===== src/rtl/crtc_vt_pkg.sv =====
package crtc_vt_pkg;
  localparam int ROW_W  = 8;
  localparam int RAS_W  = 5;
  localparam int FINE_W = 5;
  localparam int SLEN_W = 4;
  localparam int LINE_W = ROW_W + RAS_W + 1;
  localparam logic [1:0] MODE_ILACE = 2'b11;

  typedef struct packed {
    logic [ROW_W-1:0]  tot;
    logic [RAS_W-1:0]  ht;
    logic [FINE_W-1:0] fine;
    logic [ROW_W-1:0]  disp;
    logic [ROW_W-1:0]  srow;
    logic [SLEN_W-1:0] slen;
    logic              ilace;
  } vt_cfg_t;

  typedef struct packed {
    logic [ROW_W-1:0]  row;
    logic [RAS_W-1:0]  ras;
    logic [FINE_W-1:0] fcnt;
    logic              in_fine;
    logic [LINE_W-1:0] line;
  } vt_pos_t;
endpackage


===== src/rtl/vt_shadow.sv =====
module vt_shadow
  import crtc_vt_pkg::*;
(
  input  logic    clk,
  input  logic    rst_n,
  input  logic    load,
  input  vt_cfg_t cfg_in,
  output vt_cfg_t cfg_q
);
  vt_cfg_t cfg_d;

  always_comb begin
    cfg_d = cfg_q;
    if (load) cfg_d = cfg_in;
  end

  always_ff @(posedge clk or negedge rst_n) begin
    if (!rst_n) cfg_q <= '0;
    else        cfg_q <= cfg_d;
  end
endmodule


===== src/rtl/vt_counter.sv =====
module vt_counter
  import crtc_vt_pkg::*;
(
  input  logic    clk,
  input  logic    rst_n,
  input  logic    line_stb,
  input  vt_cfg_t cfg,
  output vt_pos_t pos_q,
  output logic    boundary
);
  localparam logic [LINE_W-1:0] LINE_ONE = LINE_W'(1);
  localparam logic [ROW_W-1:0]  ROW_ONE  = ROW_W'(1);
  localparam logic [RAS_W-1:0]  RAS_ONE  = RAS_W'(1);
  localparam logic [FINE_W:0]   FINE_ONE = (FINE_W+1)'(1);

  vt_pos_t       pos_d;
  logic          prime_q, prime_d;
  logic [FINE_W:0] fcnt_inc;
  logic          last_line;

  always_comb begin
    fcnt_inc  = {1'b0, pos_q.fcnt} + FINE_ONE;
    last_line = pos_q.in_fine ? (fcnt_inc == {1'b0, cfg.fine})
                              : ((pos_q.ras == cfg.ht) && (pos_q.row == cfg.tot) &&
                                 (cfg.fine == '0));
    pos_d    = pos_q;
    prime_d  = prime_q;
    boundary = 1'b0;
    if (line_stb) begin
      if (prime_q || last_line) begin
        boundary = 1'b1;
        pos_d    = '0;
        prime_d  = 1'b0;
      end else begin
        pos_d.line = pos_q.line + LINE_ONE;
        if (pos_q.in_fine) begin
          pos_d.fcnt = fcnt_inc[FINE_W-1:0];
        end else if (pos_q.ras != cfg.ht) begin
          pos_d.ras = pos_q.ras + RAS_ONE;
        end else if (pos_q.row != cfg.tot) begin
          pos_d.row = pos_q.row + ROW_ONE;
          pos_d.ras = '0;
        end else begin
          pos_d.in_fine = 1'b1;
          pos_d.fcnt    = '0;
          pos_d.ras     = '0;
        end
      end
    end
  end

  always_ff @(posedge clk or negedge rst_n) begin
    if (!rst_n) begin
      pos_q   <= '0;
      prime_q <= 1'b1;
    end else begin
      pos_q   <= pos_d;
      prime_q <= prime_d;
    end
  end
endmodule


===== src/rtl/vt_sync.sv =====
module vt_sync
  import crtc_vt_pkg::*;
(
  input  logic              clk,
  input  logic              rst_n,
  input  logic              sync_stb,
  input  logic              trig,
  input  logic [SLEN_W-1:0] slen,
  output logic              vsync
);
  localparam logic [SLEN_W-1:0] SLEN_ONE = SLEN_W'(1);
  logic [SLEN_W-1:0] cnt_q, cnt_d;

  always_comb begin
    cnt_d = cnt_q;
    if (sync_stb) begin
      if ((cnt_q == '0) && trig) cnt_d = slen;
      else if (cnt_q != '0)      cnt_d = cnt_q - SLEN_ONE;
    end
  end

  always_ff @(posedge clk or negedge rst_n) begin
    if (!rst_n) cnt_q <= '0;
    else        cnt_q <= cnt_d;
  end

  assign vsync = (cnt_q != '0);
endmodule


===== src/rtl/crtc_vtiming.sv =====
module crtc_vtiming
  import crtc_vt_pkg::*;
(
  input  logic              clk,
  input  logic              rst_n,
  input  logic              line_stb,
  input  logic              half_stb,
  input  logic [ROW_W-1:0]  row_total,
  input  logic [RAS_W-1:0]  row_height,
  input  logic [FINE_W-1:0] fine_adj,
  input  logic [ROW_W-1:0]  disp_rows,
  input  logic [ROW_W-1:0]  sync_row,
  input  logic [SLEN_W-1:0] sync_len,
  input  logic [1:0]        scan_mode,
  output logic [LINE_W-1:0] line_cnt,
  output logic [ROW_W-1:0]  row_cnt,
  output logic [RAS_W-1:0]  ras_cnt,
  output logic              vblank,
  output logic              vsync,
  output logic              field_odd
);
  vt_cfg_t cfg_in, cfg_q;
  vt_pos_t pos;
  logic    boundary;
  logic    field_q, field_d;
  logic    line_q;
  logic    half_shift, sync_stb, sync_trig;

  always_comb begin
    cfg_in.tot   = row_total;
    cfg_in.ht    = row_height;
    cfg_in.fine  = fine_adj;
    cfg_in.disp  = disp_rows;
    cfg_in.srow  = sync_row;
    cfg_in.slen  = sync_len;
    cfg_in.ilace = (scan_mode == MODE_ILACE);
  end

  vt_shadow u_shadow (
    .clk    (clk),
    .rst_n  (rst_n),
    .load   (boundary),
    .cfg_in (cfg_in),
    .cfg_q  (cfg_q)
  );

  vt_counter u_counter (
    .clk      (clk),
    .rst_n    (rst_n),
    .line_stb (line_stb),
    .cfg      (cfg_q),
    .pos_q    (pos),
    .boundary (boundary)
  );

  always_comb begin
    field_d = field_q;
    if (boundary) field_d = (cfg_in.ilace && cfg_q.ilace) ? ~field_q : 1'b1;
  end

  always_ff @(posedge clk or negedge rst_n) begin
    if (!rst_n) begin
      field_q <= 1'b1;
      line_q  <= 1'b0;
    end else begin
      field_q <= field_d;
      line_q  <= line_stb;
    end
  end

  assign half_shift = cfg_q.ilace && !field_q;
  assign sync_stb   = half_shift ? half_stb : line_q;
  assign sync_trig  = !pos.in_fine && (pos.ras == '0) && (pos.row == cfg_q.srow);

  vt_sync u_sync (
    .clk      (clk),
    .rst_n    (rst_n),
    .sync_stb (sync_stb),
    .trig     (sync_trig),
    .slen     (cfg_q.slen),
    .vsync    (vsync)
  );

  assign line_cnt  = pos.line;
  assign row_cnt   = pos.row;
  assign ras_cnt   = pos.ras;
  assign vblank    = pos.in_fine || (pos.row >= cfg_q.disp);
  assign field_odd = field_q;
endmodule


===== config.mk =====
export PLATFORM = sky130hd
export DESIGN_NAME = crtc_vtiming
export DESIGN_NICKNAME = d
export VERILOG_FILES = /design/src/rtl/crtc_vt_pkg.sv /design/src/rtl/vt_shadow.sv /design/src/rtl/vt_counter.sv /design/src/rtl/vt_sync.sv /design/src/rtl/crtc_vtiming.sv
export SDC_FILE = /design/constraint.sdc
export NUM_CORES = 1
export LEC_CHECK = 0
export BUFFER_PORTS_ARGS = -buffer_cell sky130_fd_sc_hd__clkbuf_2
export CAP_MARGIN = 30
export CORE_AREA = 2 2 104 106
export CTS_CLUSTER_DIAMETER = 200
export DETAILED_ROUTE_END_ITERATION = 10
export DIE_AREA = 0 0 106 108
export SLEW_MARGIN = 25
export SYNTH_ARGS = -nofsm -noshare
export SYNTH_HDL_FRONTEND = slang
export SYNTH_SLANG_ARGS = --single-unit

===== constraint.sdc =====
create_clock -name clk -period 5.9 [get_ports clk]
set_clock_uncertainty 0.1 [all_clocks]
set_input_delay 0.295 -clock clk [delete_from_list [all_inputs] [get_ports clk]]
set_output_delay 0.295 -clock clk [all_outputs]
set_load 0.02 [all_outputs]

==> flow_metrics.env, run 1 <==
export IMPL_status="completed"
export IMPL_synthAdderAreaFrac_pct=4.162
export IMPL_cts_tree="done"
export IMPL_ff2ff_path_depth=8
export IMPL_critPathLaunch="u_counter.pos_q[15]$_DFFE_PN0P_"
export IMPL_std_cell_rows=37
export IMPL_ir_worst_vdd_uv=130.2
export IMPL_slew_headroom_pct=47.54
export IMPL_grt_pass1_vias=3160
export IMPL_crit_reg2reg_launch="u_counter.pos_q[15]$_DFFE_PN0P_"
export IMPL_place_congestion=0.8219
export IMPL_slowest_delay_ns=0.67
export IMPL_synth_edff_count=0
export IMPL_critPathLaunchType="flip-flop"
export IMPL_async_reset_ff_share_pct=100.0
export IMPL_synthSimpleGateAreaFrac_pct=13.65
export IMPL_wl_per_cell_um=15.14
export IMPL_synthTopCellsByCount="77 x dfrtp_1, 29 x buf_4, 29 x mux2_2"
export IMPL_synth_xor_area_share_pct=6.215
export IMPL_p_comb_share_pct=27.4
export IMPL_synth_most_common_cell="dfrtp_1"
export IMPL_fp_dieH_um=108
export IMPL_power_density_nw_per_um2=299.1
export IMPL_power_mw=1.485
export IMPL_pwr_share_clk_pct=25.3
export IMPL_place_hpwl_um=6644
export IMPL_critPathSlowestCell="nor2_4"
export IMPL_syn_nets=482
export IMPL_fin_tns_setup_ns=0
export IMPL_crit_required_ns=6.04
export IMPL_yosysWarnings=0
export IMPL_yosysUniqueCellTypes=64
export IMPL_grt_max_degree=47
export IMPL_synthMuxAreaShare_pct=11.43
export IMPL_ys_ff_latch=79
export IMPL_leakage_nw=2.284
export IMPL_drtPass1Iterations=4
export IMPL_fillers=981
export IMPL_grt_usage_pct=17.36
export IMPL_clock_sinks=79
export IMPL_tightest_slew_ns=0.7869
export IMPL_syn_area_um2=4509
export IMPL_synth_top_family_by_area="simple AND/OR/NAND/NOR gates"
export IMPL_ant_nets=0
export IMPL_diodes=0
export IMPL_routed_wl_um=9204
export IMPL_crit_cells=8
export IMPL_worstPathMaxFanout=26
export IMPL_clockBufferDepth=2
export IMPL_cp_cell_sequence="ha_1 > nand3_1 > or3_4 > a2111oi_4 > a211oi_4 > nor2_4 > buf_4 > mux2_2"
export IMPL_io_buffers=73
export IMPL_h_tree_depth=3
export IMPL_rrSetupSlack_ns=2.15
export IMPL_cp_num_buf_inv=1
export IMPL_drc_errors=0
export IMPL_drt_iter0_markers=141
export IMPL_vias=3199
export IMPL_rsz0062_at_grt="false"
export IMPL_synth_top_area_cell="dfrtp_1"
export IMPL_crit_family="simple AND/OR/NAND/NOR gates"
export IMPL_final_cells=608
export IMPL_ff_latch_area_um2=1979
export IMPL_antenna_found_initial=0
export IMPL_root_buffer="clkbuf_8"
export IMPL_die_width_um=106
export IMPL_final_max_slew_viol_count=0
export IMPL_path_class="flip-flop to flip-flop"
export IMPL_fp_coreArea_um2=10230
export IMPL_seqPwrFrac_pct=47.2
export IMPL_grt_pass1_wl_um=15730
export IMPL_globalRouteOverflowTotal=0
export IMPL_endpoint="u_shadow.cfg_q[13]$_DFFE_PN0P_"
export IMPL_cts_inserted_buffers=9
export IMPL_synth_main_ff_cell="dfrtp_1"
export IMPL_p_int_uw=965.6
export IMPL_avgSynthCellArea_um2=10.66
export IMPL_fmax_mhz=266.7
export IMPL_synth_top_area_share_pct=42.73
export IMPL_synth_yosys_seq_area_share_pct=43.90
export IMPL_worst_ep_arrival_time_ns=3.89
export IMPL_placed_area_um2=4771
export IMPL_rr_endpoint="u_shadow.cfg_q[13]$_DFFE_PN0P_"
export IMPL_synth_compound_area_share_pct=11.82
export IMPL_start_util_pct=44.07
export IMPL_cts_setup_buffers=0
export IMPL_critPathCaptureType="flip-flop"
export IMPL_dpl_cell_count=591
export IMPL_whs_ns=0.05769
export IMPL_ctsResizeCount=0
export IMPL_switching_power_uw=519.2
export IMPL_setup_viol=0
export IMPL_syn_inst=423
export IMPL_synth_area_top_cells="dfrtp_1 43%, mux2_2 7.2%, buf_4 4.8%"
export IMPL_hold_path_class="input pin to flip-flop"
export IMPL_sw_frac_of_total_pct=34.97
export IMPL_dieArea_um2=11450
export IMPL_clkTransAtPathRegs_ns=0.09
export IMPL_final_area_um2=4965
export IMPL_hold_violations=0
export IMPL_fin_crit_ns=3.750
export IMPL_timing_final_crit_share_pct=63.56
export IMPL_maxCapViolations=0
export IMPL_layout_drive_gt1_share_pct=29.24
export IMPL_clock_latency_ns=0.35
export IMPL_multiInputGateArea_um2=2132
export IMPL_io_pins=74
export IMPL_vias_per_cell=5.262
export IMPL_nNetsFinal=526
export IMPL_synthToLayoutAreaGrowth_pct=10.10
export IMPL_ctsHoldBuffers=1
## cells in the final DEF (no fill, tap or decap), drive strengths merged, types with 3 or more instances in the layout
cell      netlist  layout
clkbuf          9      83
dfrtp          77      77
mux2           41      41
inv            24      24
nor2           21      21
nand2          20      20
nand3          19      19
xnor2          17      17
xor2           15      15
ha             15      15
o21ai          14      14
nand4           9       9
a21oi           8       8
nor2b           8       8
nor3            7       7
and2            7       7
a31oi           6       6
a22oi           5       5
o31ai           5       5
o21a            4       4
and3            4       4
o311ai          4       4
nor4            4       4
or3             4       4
o2bb2ai         3       3
clkinvlp        0       3
a211oi          3       3
clkinv          1       3
buf            34       3
## area by class of cell
cell class / instances / share of cell area (%)
clock buffers: 11 / 3.049
clock inverters: 5 / 0.6552
inverters: 25 / 1.890
multi-input cells: 276 / 42.94
flip-flops and latches: 79 / 39.87
well taps: 136 / 3.427
repair buffers: 76 / 8.165
## worst min path at each step
stage,slack (ns),cells after the start,from,endpoint
finish,0.06,2,sync_len[1],u_shadow.cfg_q[2]$_DFFE_PN0P_
global route,0.04,2,sync_len[0],u_shadow.cfg_q[1]$_DFFE_PN0P_
CTS,0.04,2,sync_len[1],u_shadow.cfg_q[2]$_DFFE_PN0P_
detailed placement,0.25,1,rst_n,u_shadow.cfg_q[9]$_DFFE_PN0P_
global placement,0.37,1,u_shadow.cfg_q[18]$_DFFE_PN0P_,u_shadow.cfg_q[18]$_DFFE_PN0P_
floorplan,-0.10,0,rst_n,line_q$_DFF_PN0_
## layer usage
metal	vias to the layer above	GRT usage (%)	part of all wire, %
met5	-	0	0
met4	0	5.357	1.3
met3	12	4.039	4.1
met2	64	27.74	46
met1	1554	23.63	48
li1	1569	-	-
## power by group through the flow
stage               logic (mW)  clock network (mW)  registers (mW)
floorplan                0.353                   0           0.683
global route             0.467               0.412           0.715
finish                   0.407               0.376           0.701
CTS                      0.413               0.389           0.702
global placement         0.399                   0           0.710
detailed placement       0.411                   0           0.712
## flip-flops by register name, indices dropped and copies added (netlist names)
name and cells:
field_odd 1, line_q 1, u_counter.pos_q 33, u_counter.prime_q 1, u_shadow.cfg_q 39, u_sync.cnt_q 4
## stage by stage
stage                     worst slack (ns)  util, %
after global placement               2.237    46.44
final                                2.150    48.53
after floorplan                      3.210        -
after CTS                            2.113    48.53
after detailed placement             2.141    46.63
after global routing                 1.819    48.53
## logic make-up (layout without fill, tap and decap cells)
kind of cell               after synthesis  after routing
AOI/OAI and AO/OA                       72             72
xor gates and xnor gates                32             32
adders and majority gates               15             15
buffers and inverters                   68            117
DFF                                     79             79
muxes                                   43             43
and+or+nand+nor                        114            114
Note: power is estimated with default switching activity, not from simulation.
==> run 2, diff against run 1 <==
--- a/config.mk
+++ b/config.mk
@@ -11,6 +11,7 @@
 export CTS_CLUSTER_DIAMETER = 200
 export DETAILED_ROUTE_END_ITERATION = 10
 export DIE_AREA = 0 0 106 108
+export PLACE_DENSITY = 0.67
 export SLEW_MARGIN = 25
 export SYNTH_ARGS = -nofsm -noshare
 export SYNTH_HDL_FRONTEND = slang
==> constraint.sdc (replaced) <==
create_clock -name clk -period 3.1 [get_ports clk]
set_clock_uncertainty 0.1 [all_clocks]
set_input_delay 0.155 -clock clk [delete_from_list [all_inputs] [get_ports clk]]
set_output_delay 0.155 -clock clk [all_outputs]
set_load 0.02 [all_outputs]
==> run 2 against run 1 <==
  * Via count up 6.2%
  * Routed wire length up 7.3%
  * Utilization up 4.8 points
  * Sequential share of layout area down 3.6 points
  * Non-clock buffer count up 51
  * Fmax up 32%
  * Clock power up 99%
==> flow_metrics.env, run 2 (synthesized netlist as in run 1, its figures left out) <==
export IMPL_grt_max_degree=45
export IMPL_cp_cell_sequence="ha_1 > and3b_1 > o221ai_1 > a2111oi_4 > buf_4 > or4b_1 > o311ai_0"
export IMPL_routedLengthMet1_um=4562
export IMPL_fp_dieH_um=108
export IMPL_largest_reg_flops=39
export IMPL_setup_viol=0
export IMPL_top_layer="met4"
export IMPL_whs_ns=0.08930
export IMPL_dieArea_um2=11450
export IMPL_slowest_delay_ns=0.62
export IMPL_routed_wl_um=9873
export IMPL_die_width_um=106
export IMPL_final_common_cell="dfrtp_1"
export IMPL_crit_family="compound AO/OA/AOI/OAI gates"
export IMPL_grt_pass1_wl_um=16530
export IMPL_grt_usage_pct=18.38
export IMPL_clkTransAtPathRegs_ns=0.08
export IMPL_grt_pass1_vias=3410
export IMPL_fin_crit_ns=2.833
export IMPL_drt_iter0_markers=196
export IMPL_fp_coreArea_um2=10230
export IMPL_vias=3396
export IMPL_globalRouteOverflowTotal=0
export IMPL_final_max_slew_viol_count=0
export IMPL_cp_num_buf_inv=1
export IMPL_clockBufferDepth=2
export IMPL_critPathSlowestCell="or4b_1"
export IMPL_hold_path_class="input pin to flip-flop"
export IMPL_worst_ep_arrival_time_ns=2.95
export IMPL_maxCapViolations=0
export IMPL_crit_required_ns=3.22
export IMPL_io_buffers=73
export IMPL_antenna_found_initial=0
export IMPL_drc_errors=0
export IMPL_switching_power_uw=993.3
export IMPL_ir_worst_vdd_uv=234.6
export IMPL_cts_tree="done"
export IMPL_nNetsFinal=577
export IMPL_drtPass1Iterations=4
export IMPL_root_buffer="clkbuf_8"
export IMPL_tightest_slew_ns=0.8031
export IMPL_path_class="flip-flop to flip-flop"
export IMPL_seqPwrFrac_pct=45.2
export IMPL_leakage_nw=2.514
export IMPL_wl_met2_um=4931
export IMPL_clock_sinks=79
export IMPL_power_density_nw_per_um2=534.5
export IMPL_power_mw=2.916
export IMPL_fmax_mhz=353.0
export IMPL_wl_per_cell_um=14.98
export IMPL_ant_nets=0
export IMPL_critPathCaptureType="flip-flop"
export IMPL_p_int_mw=1.922
export IMPL_ff_latch_area_um2=1979
export IMPL_vias_per_cell=5.153
export IMPL_diodes=0
export IMPL_regMostFlops="u_shadow.cfg_q"
export IMPL_timing_final_crit_share_pct=91.39
export IMPL_h_tree_depth=3
export IMPL_rsz0062_at_grt="false"
export IMPL_worstPathMaxFanout=8
export IMPL_reg_top3="u_shadow.cfg_q x39, u_counter.pos_q x33, u_sync.cnt_q x4"
export IMPL_fillers=925
export IMPL_place_congestion=0.7753
export IMPL_io_pins=74
export IMPL_clock_latency_ns=0.35
export IMPL_place_hpwl_um=6933
export IMPL_hold_violations=0
export IMPL_critPathLaunchType="flip-flop"
export IMPL_start_util_pct=44.07
export IMPL_final_cell_mix="77 x dfrtp_1, 72 x clkbuf_2, 39 x dlygate4sd3_1"
export IMPL_multiInputGateArea_um2=2132
export IMPL_slew_headroom_pct=46.46
export IMPL_status="completed"
export IMPL_synthToLayoutAreaGrowth_pct=20.98
export IMPL_pwr_share_clk_pct=25.7
export IMPL_p_comb_share_pct=29.1
export IMPL_std_cell_rows=37
export IMPL_layout_drive_gt1_share_pct=28.30
export IMPL_sw_frac_of_total_pct=34.07
export IMPL_wl_met3_um=254
export IMPL_cts_inserted_buffers=9
export IMPL_fin_tns_setup_ns=0
run 2: changes by cell type in the layout (fill, tap and decap cells not counted):
cell           previous run  this run
buf_12                    1         2
clkbuf_1                  0         3
bufinv_16                 0         1
buf_4                     2        14
dlygate4sd3_1             1        39
clkbuf_8                 11         9
clkinvlp_4                3         0
clkinv_4                  0         1
run 2: repair_timing:
item / 4_1_cts / 5_1_grt
buffers inserted: 0 / 2
gates resized for setup: 0 / 0
hold buffers: 39 / 0
endpoints found under the setup margin: 0 / 40
endpoints found under the hold margin: 80 / 0
run 2: through the flow:
stage | instances | setup slack [ns] | instance area, µm² | utilization (%)
2_1_floorplan | 423 | 0.4098 | 4509 | -
3_3_place_gp | 601 | 0.3073 | 4846 | 47.36
3_5_place_dp | 602 | 0.1789 | 4866 | 47.56
4_1_cts | 657 | 0.1536 | 5440 | 53.17
5_1_grt | 659 | 0.04681 | 5455 | 53.32
6_report | 659 | 0.2668 | 5455 | 53.32
run 2: cell type report:
| type | count | area share (%) |
|---|---|---|
| clock inverters | 4 | 0.8945 |
| clock buffers | 12 | 2.477 |
| well taps | 136 | 3.119 |
| repair buffers | 127 | 16.42 |
| inverters | 25 | 1.720 |
| flip-flops and latches | 79 | 36.28 |
| multi-input cells | 276 | 39.08 |
run 2: power groups by stage:
stage | logic [mW] | clock network (mW) | registers (mW)
floorplan | 0.673 | 0 | 1.30
global placement | 0.786 | 0 | 1.33
detailed placement | 0.815 | 0 | 1.34
CTS | 0.857 | 0.762 | 1.32
global route | 0.951 | 0.806 | 1.34
finish | 0.848 | 0.749 | 1.32
run 2: worst paths after layout:
| path | depth (start not counted) | slack, ns | to | from |
|---|---|---|---|---|
| setup / recovery | 7 | 0.27 | u_counter.pos_q[31]$_DFFE_PN0P_ | u_counter.pos_q[15]$_DFFE_PN0P_ |
| hold / removal | 2 | 0.09 | line_q$_DFF_PN0_ | line_stb |
| setup reg to reg | 7 | 0.27 | u_counter.pos_q[31]$_DFFE_PN0P_ | u_counter.pos_q[15]$_DFFE_PN0P_ |
| hold reg to reg | 1 | 0.41 | u_shadow.cfg_q[14]$_DFFE_PN0P_ | u_shadow.cfg_q[14]$_DFFE_PN0P_ |
| max in group asynchronous | 3 | 1.98 | field_odd$_DFFE_PN1P_ | rst_n |
| min in group asynchronous | 2 | 0.25 | u_shadow.cfg_q[7]$_DFFE_PN0P_ | rst_n |
run 2: per-layer routing:
layer,GRT usage (%),vias up
met1,23.98,1670
li1,-,1670
met3,3.556,9
met2,30.74,47
met5,0,-
met4,6.579,0
==> run 3, diff against run 2 <==
--- a/config.mk
+++ b/config.mk
@@ -5,13 +5,12 @@
 export SDC_FILE = /design/constraint.sdc
 export NUM_CORES = 1
 export LEC_CHECK = 0
-export BUFFER_PORTS_ARGS = -buffer_cell sky130_fd_sc_hd__clkbuf_2
 export CAP_MARGIN = 30
 export CORE_AREA = 2 2 104 106
 export CTS_CLUSTER_DIAMETER = 200
 export DETAILED_ROUTE_END_ITERATION = 10
 export DIE_AREA = 0 0 106 108
-export PLACE_DENSITY = 0.67
+export DONT_BUFFER_PORTS = 1
 export SLEW_MARGIN = 25
 export SYNTH_ARGS = -nofsm -noshare
 export SYNTH_HDL_FRONTEND = slang
==> run 3 against run 2 <==
  * First-iteration DRC count down 27%
  * Count of clock-buffer cells in the layout down 2
  * Utilization down 3.0 points
  * Highest routed layer unchanged
  * Clock power up 17%
  * Power up 1.3%
  * Sequential power up 5%
  * Fmax down 1.4%
  * Flip-flop and latch count unchanged
  * Routed wire length down 1.6%
  * Critical endpoint unchanged
  * Sequential share of layout area up 2.2 points
==> flow_metrics.env, run 3 (synthesized netlist as in run 1, its figures left out) <==
export IMPL_use_met2_pct=28.85
export IMPL_start_util_pct=44.07
export IMPL_maxCapViolations=0
export IMPL_slowest_delay_ns=0.63
export IMPL_drc_errors=0
export IMPL_hold_violations=0
export IMPL_drt_iter0_markers=143
export IMPL_nNetsFinal=505
export IMPL_crit_required_ns=3.22
export IMPL_routed_wl_um=9719
export IMPL_top_usage_layer="met2"
export IMPL_ant_nets=0
export IMPL_fin_tns_setup_ns=0
export IMPL_power_density_nw_per_um2=573.5
export IMPL_final_common_cell="dfrtp_1"
export IMPL_regMostFlops="u_shadow.cfg_q"
export IMPL_grt_pass1_wl_um=16130
export IMPL_antenna_found_initial=0
export IMPL_path_class="flip-flop to flip-flop"
export IMPL_critPathSlowestCell="or4b_1"
export IMPL_fp_dieH_um=108
export IMPL_root_buffer="clkbuf_8"
export IMPL_diodes=0
export IMPL_worst_ep_arrival_time_ns=2.99
export IMPL_status="completed"
export IMPL_ctsResizeCount=0
export IMPL_ir_worst_vdd_uv=350.5
export IMPL_crit_reg2reg_launch="u_counter.pos_q[15]$_DFFE_PN0P_"
export IMPL_largest_reg_flops=39
export IMPL_min_from="scan_mode[1]"
export IMPL_io_buffers=0
export IMPL_timing_final_crit_share_pct=92.68
export IMPL_place_hpwl_um=6757
export IMPL_cts_tree="done"
export IMPL_clkTransAtPathRegs_ns=0.09
export IMPL_hold_path_class="input pin to flip-flop"
export IMPL_vias=3161
export IMPL_grt_pass1_vias=3185
export IMPL_cp_cell_sequence="ha_1 > and3b_1 > o221ai_1 > a2111oi_4 > buf_4 > or4b_1 > o311ai_0"
export IMPL_reg_top3="u_shadow.cfg_q x39, u_counter.pos_q x33, u_sync.cnt_q x4"
export IMPL_std_cell_rows=37
export IMPL_layout_drive_gt1_share_pct=17.29
export IMPL_h_tree_depth=3
export IMPL_cp_num_buf_inv=1
export IMPL_critPathLaunch="u_counter.pos_q[15]$_DFFE_PN0P_"
export IMPL_final_max_slew_viol_count=0
export IMPL_slew_headroom_pct=46.86
export IMPL_grt_usage_pct=18.17
export IMPL_die_width_um=106
export IMPL_globalRouteOverflowTotal=0
export IMPL_clock_sinks=79
export IMPL_final_cell_mix="77 x dfrtp_1, 40 x dlygate4sd3_1, 29 x mux2_2"
export IMPL_grt_max_degree=80
export IMPL_cts_inserted_buffers=9
export IMPL_rsz0062_at_grt="false"
export IMPL_dieArea_um2=11450
export IMPL_setup_viol=0
export IMPL_crit_family="compound AO/OA/AOI/OAI gates"
export IMPL_place_congestion=0.7698
export IMPL_tightest_slew_ns=0.7944
export IMPL_drtPass1Iterations=4
export IMPL_leakage_nw=2.240
export IMPL_clockBufferDepth=2
export IMPL_worstPathMaxFanout=8
export IMPL_io_pins=74
export IMPL_power_mw=2.953
export IMPL_critPathLaunchType="flip-flop"
export IMPL_vias_per_cell=5.385
export IMPL_grtUsageMet1_pct=23.84
export IMPL_critPathCaptureType="flip-flop"
export IMPL_met3_usage_pct=5.184
export IMPL_fin_crit_ns=2.873
export IMPL_clock_latency_ns=0.36
export IMPL_synthToLayoutAreaGrowth_pct=14.21
export IMPL_fp_coreArea_um2=10230
export IMPL_wl_per_cell_um=16.56
export IMPL_fmax_mhz=348.0
run 3: metrics by stage:
step,util (%),hold slack (ns),cell area (µm²),instances,worst slack (ns)
floorplan,-,-0.2406,4509,423,0.4098
global placement,43.84,-0.2373,4486,529,0.2714
detailed placement,43.84,-0.2375,4486,529,0.1685
CTS,50.26,0.003647,5142,586,0.1428
global route,50.34,0.009154,5150,587,0.01326
finish,50.34,0.01763,5150,587,0.2268
run 3: routing by layer:
layer	vias up	share of wire, %
met5	-	0
met4	0	1.7
met3	13	5.7
met2	71	47
met1	1551	46
li1	1526	-
run 3: layout make-up:
class                      count  area, µm²
timing repair buffer          55      545.5
fill                         934       5081
inverter                      25      93.84
tap                          136      170.2
sequential                    79       1979
clock inverter                 6      91.34
multi-input combinational    276       2132
clock buffer                  10      137.6
run 3: path summary, 6_finish.rpt:
check | cells after the start | endpoint | slack [ns]
max | 7 | u_counter.pos_q[31]$_DFFE_PN0P_ | 0.23
min | 2 | u_shadow.cfg_q[0]$_DFFE_PN0P_ | 0.02
max reg2reg | 7 | u_counter.pos_q[31]$_DFFE_PN0P_ | 0.23
min reg2reg | 1 | u_shadow.cfg_q[18]$_DFFE_PN0P_ | 0.40
max in group asynchronous | 2 | u_counter.prime_q$_DFFE_PN1P_ | 2.30
min in group asynchronous | 2 | u_shadow.cfg_q[6]$_DFFE_PN0P_ | 0.25
run 3: timing repair:
item                       CTS  global route
setup buffers                0             1
setup endpoints to repair    0            19
hold buffers                41             0
hold endpoints to repair   137             0
run 3: power by group:
group / total, mW / switching (mW) / internal, mW
clock network: 0.876 / 0.396 / 0.480
registers: 1.39 / 0.231 / 1.16
logic: 0.689 / 0.356 / 0.333
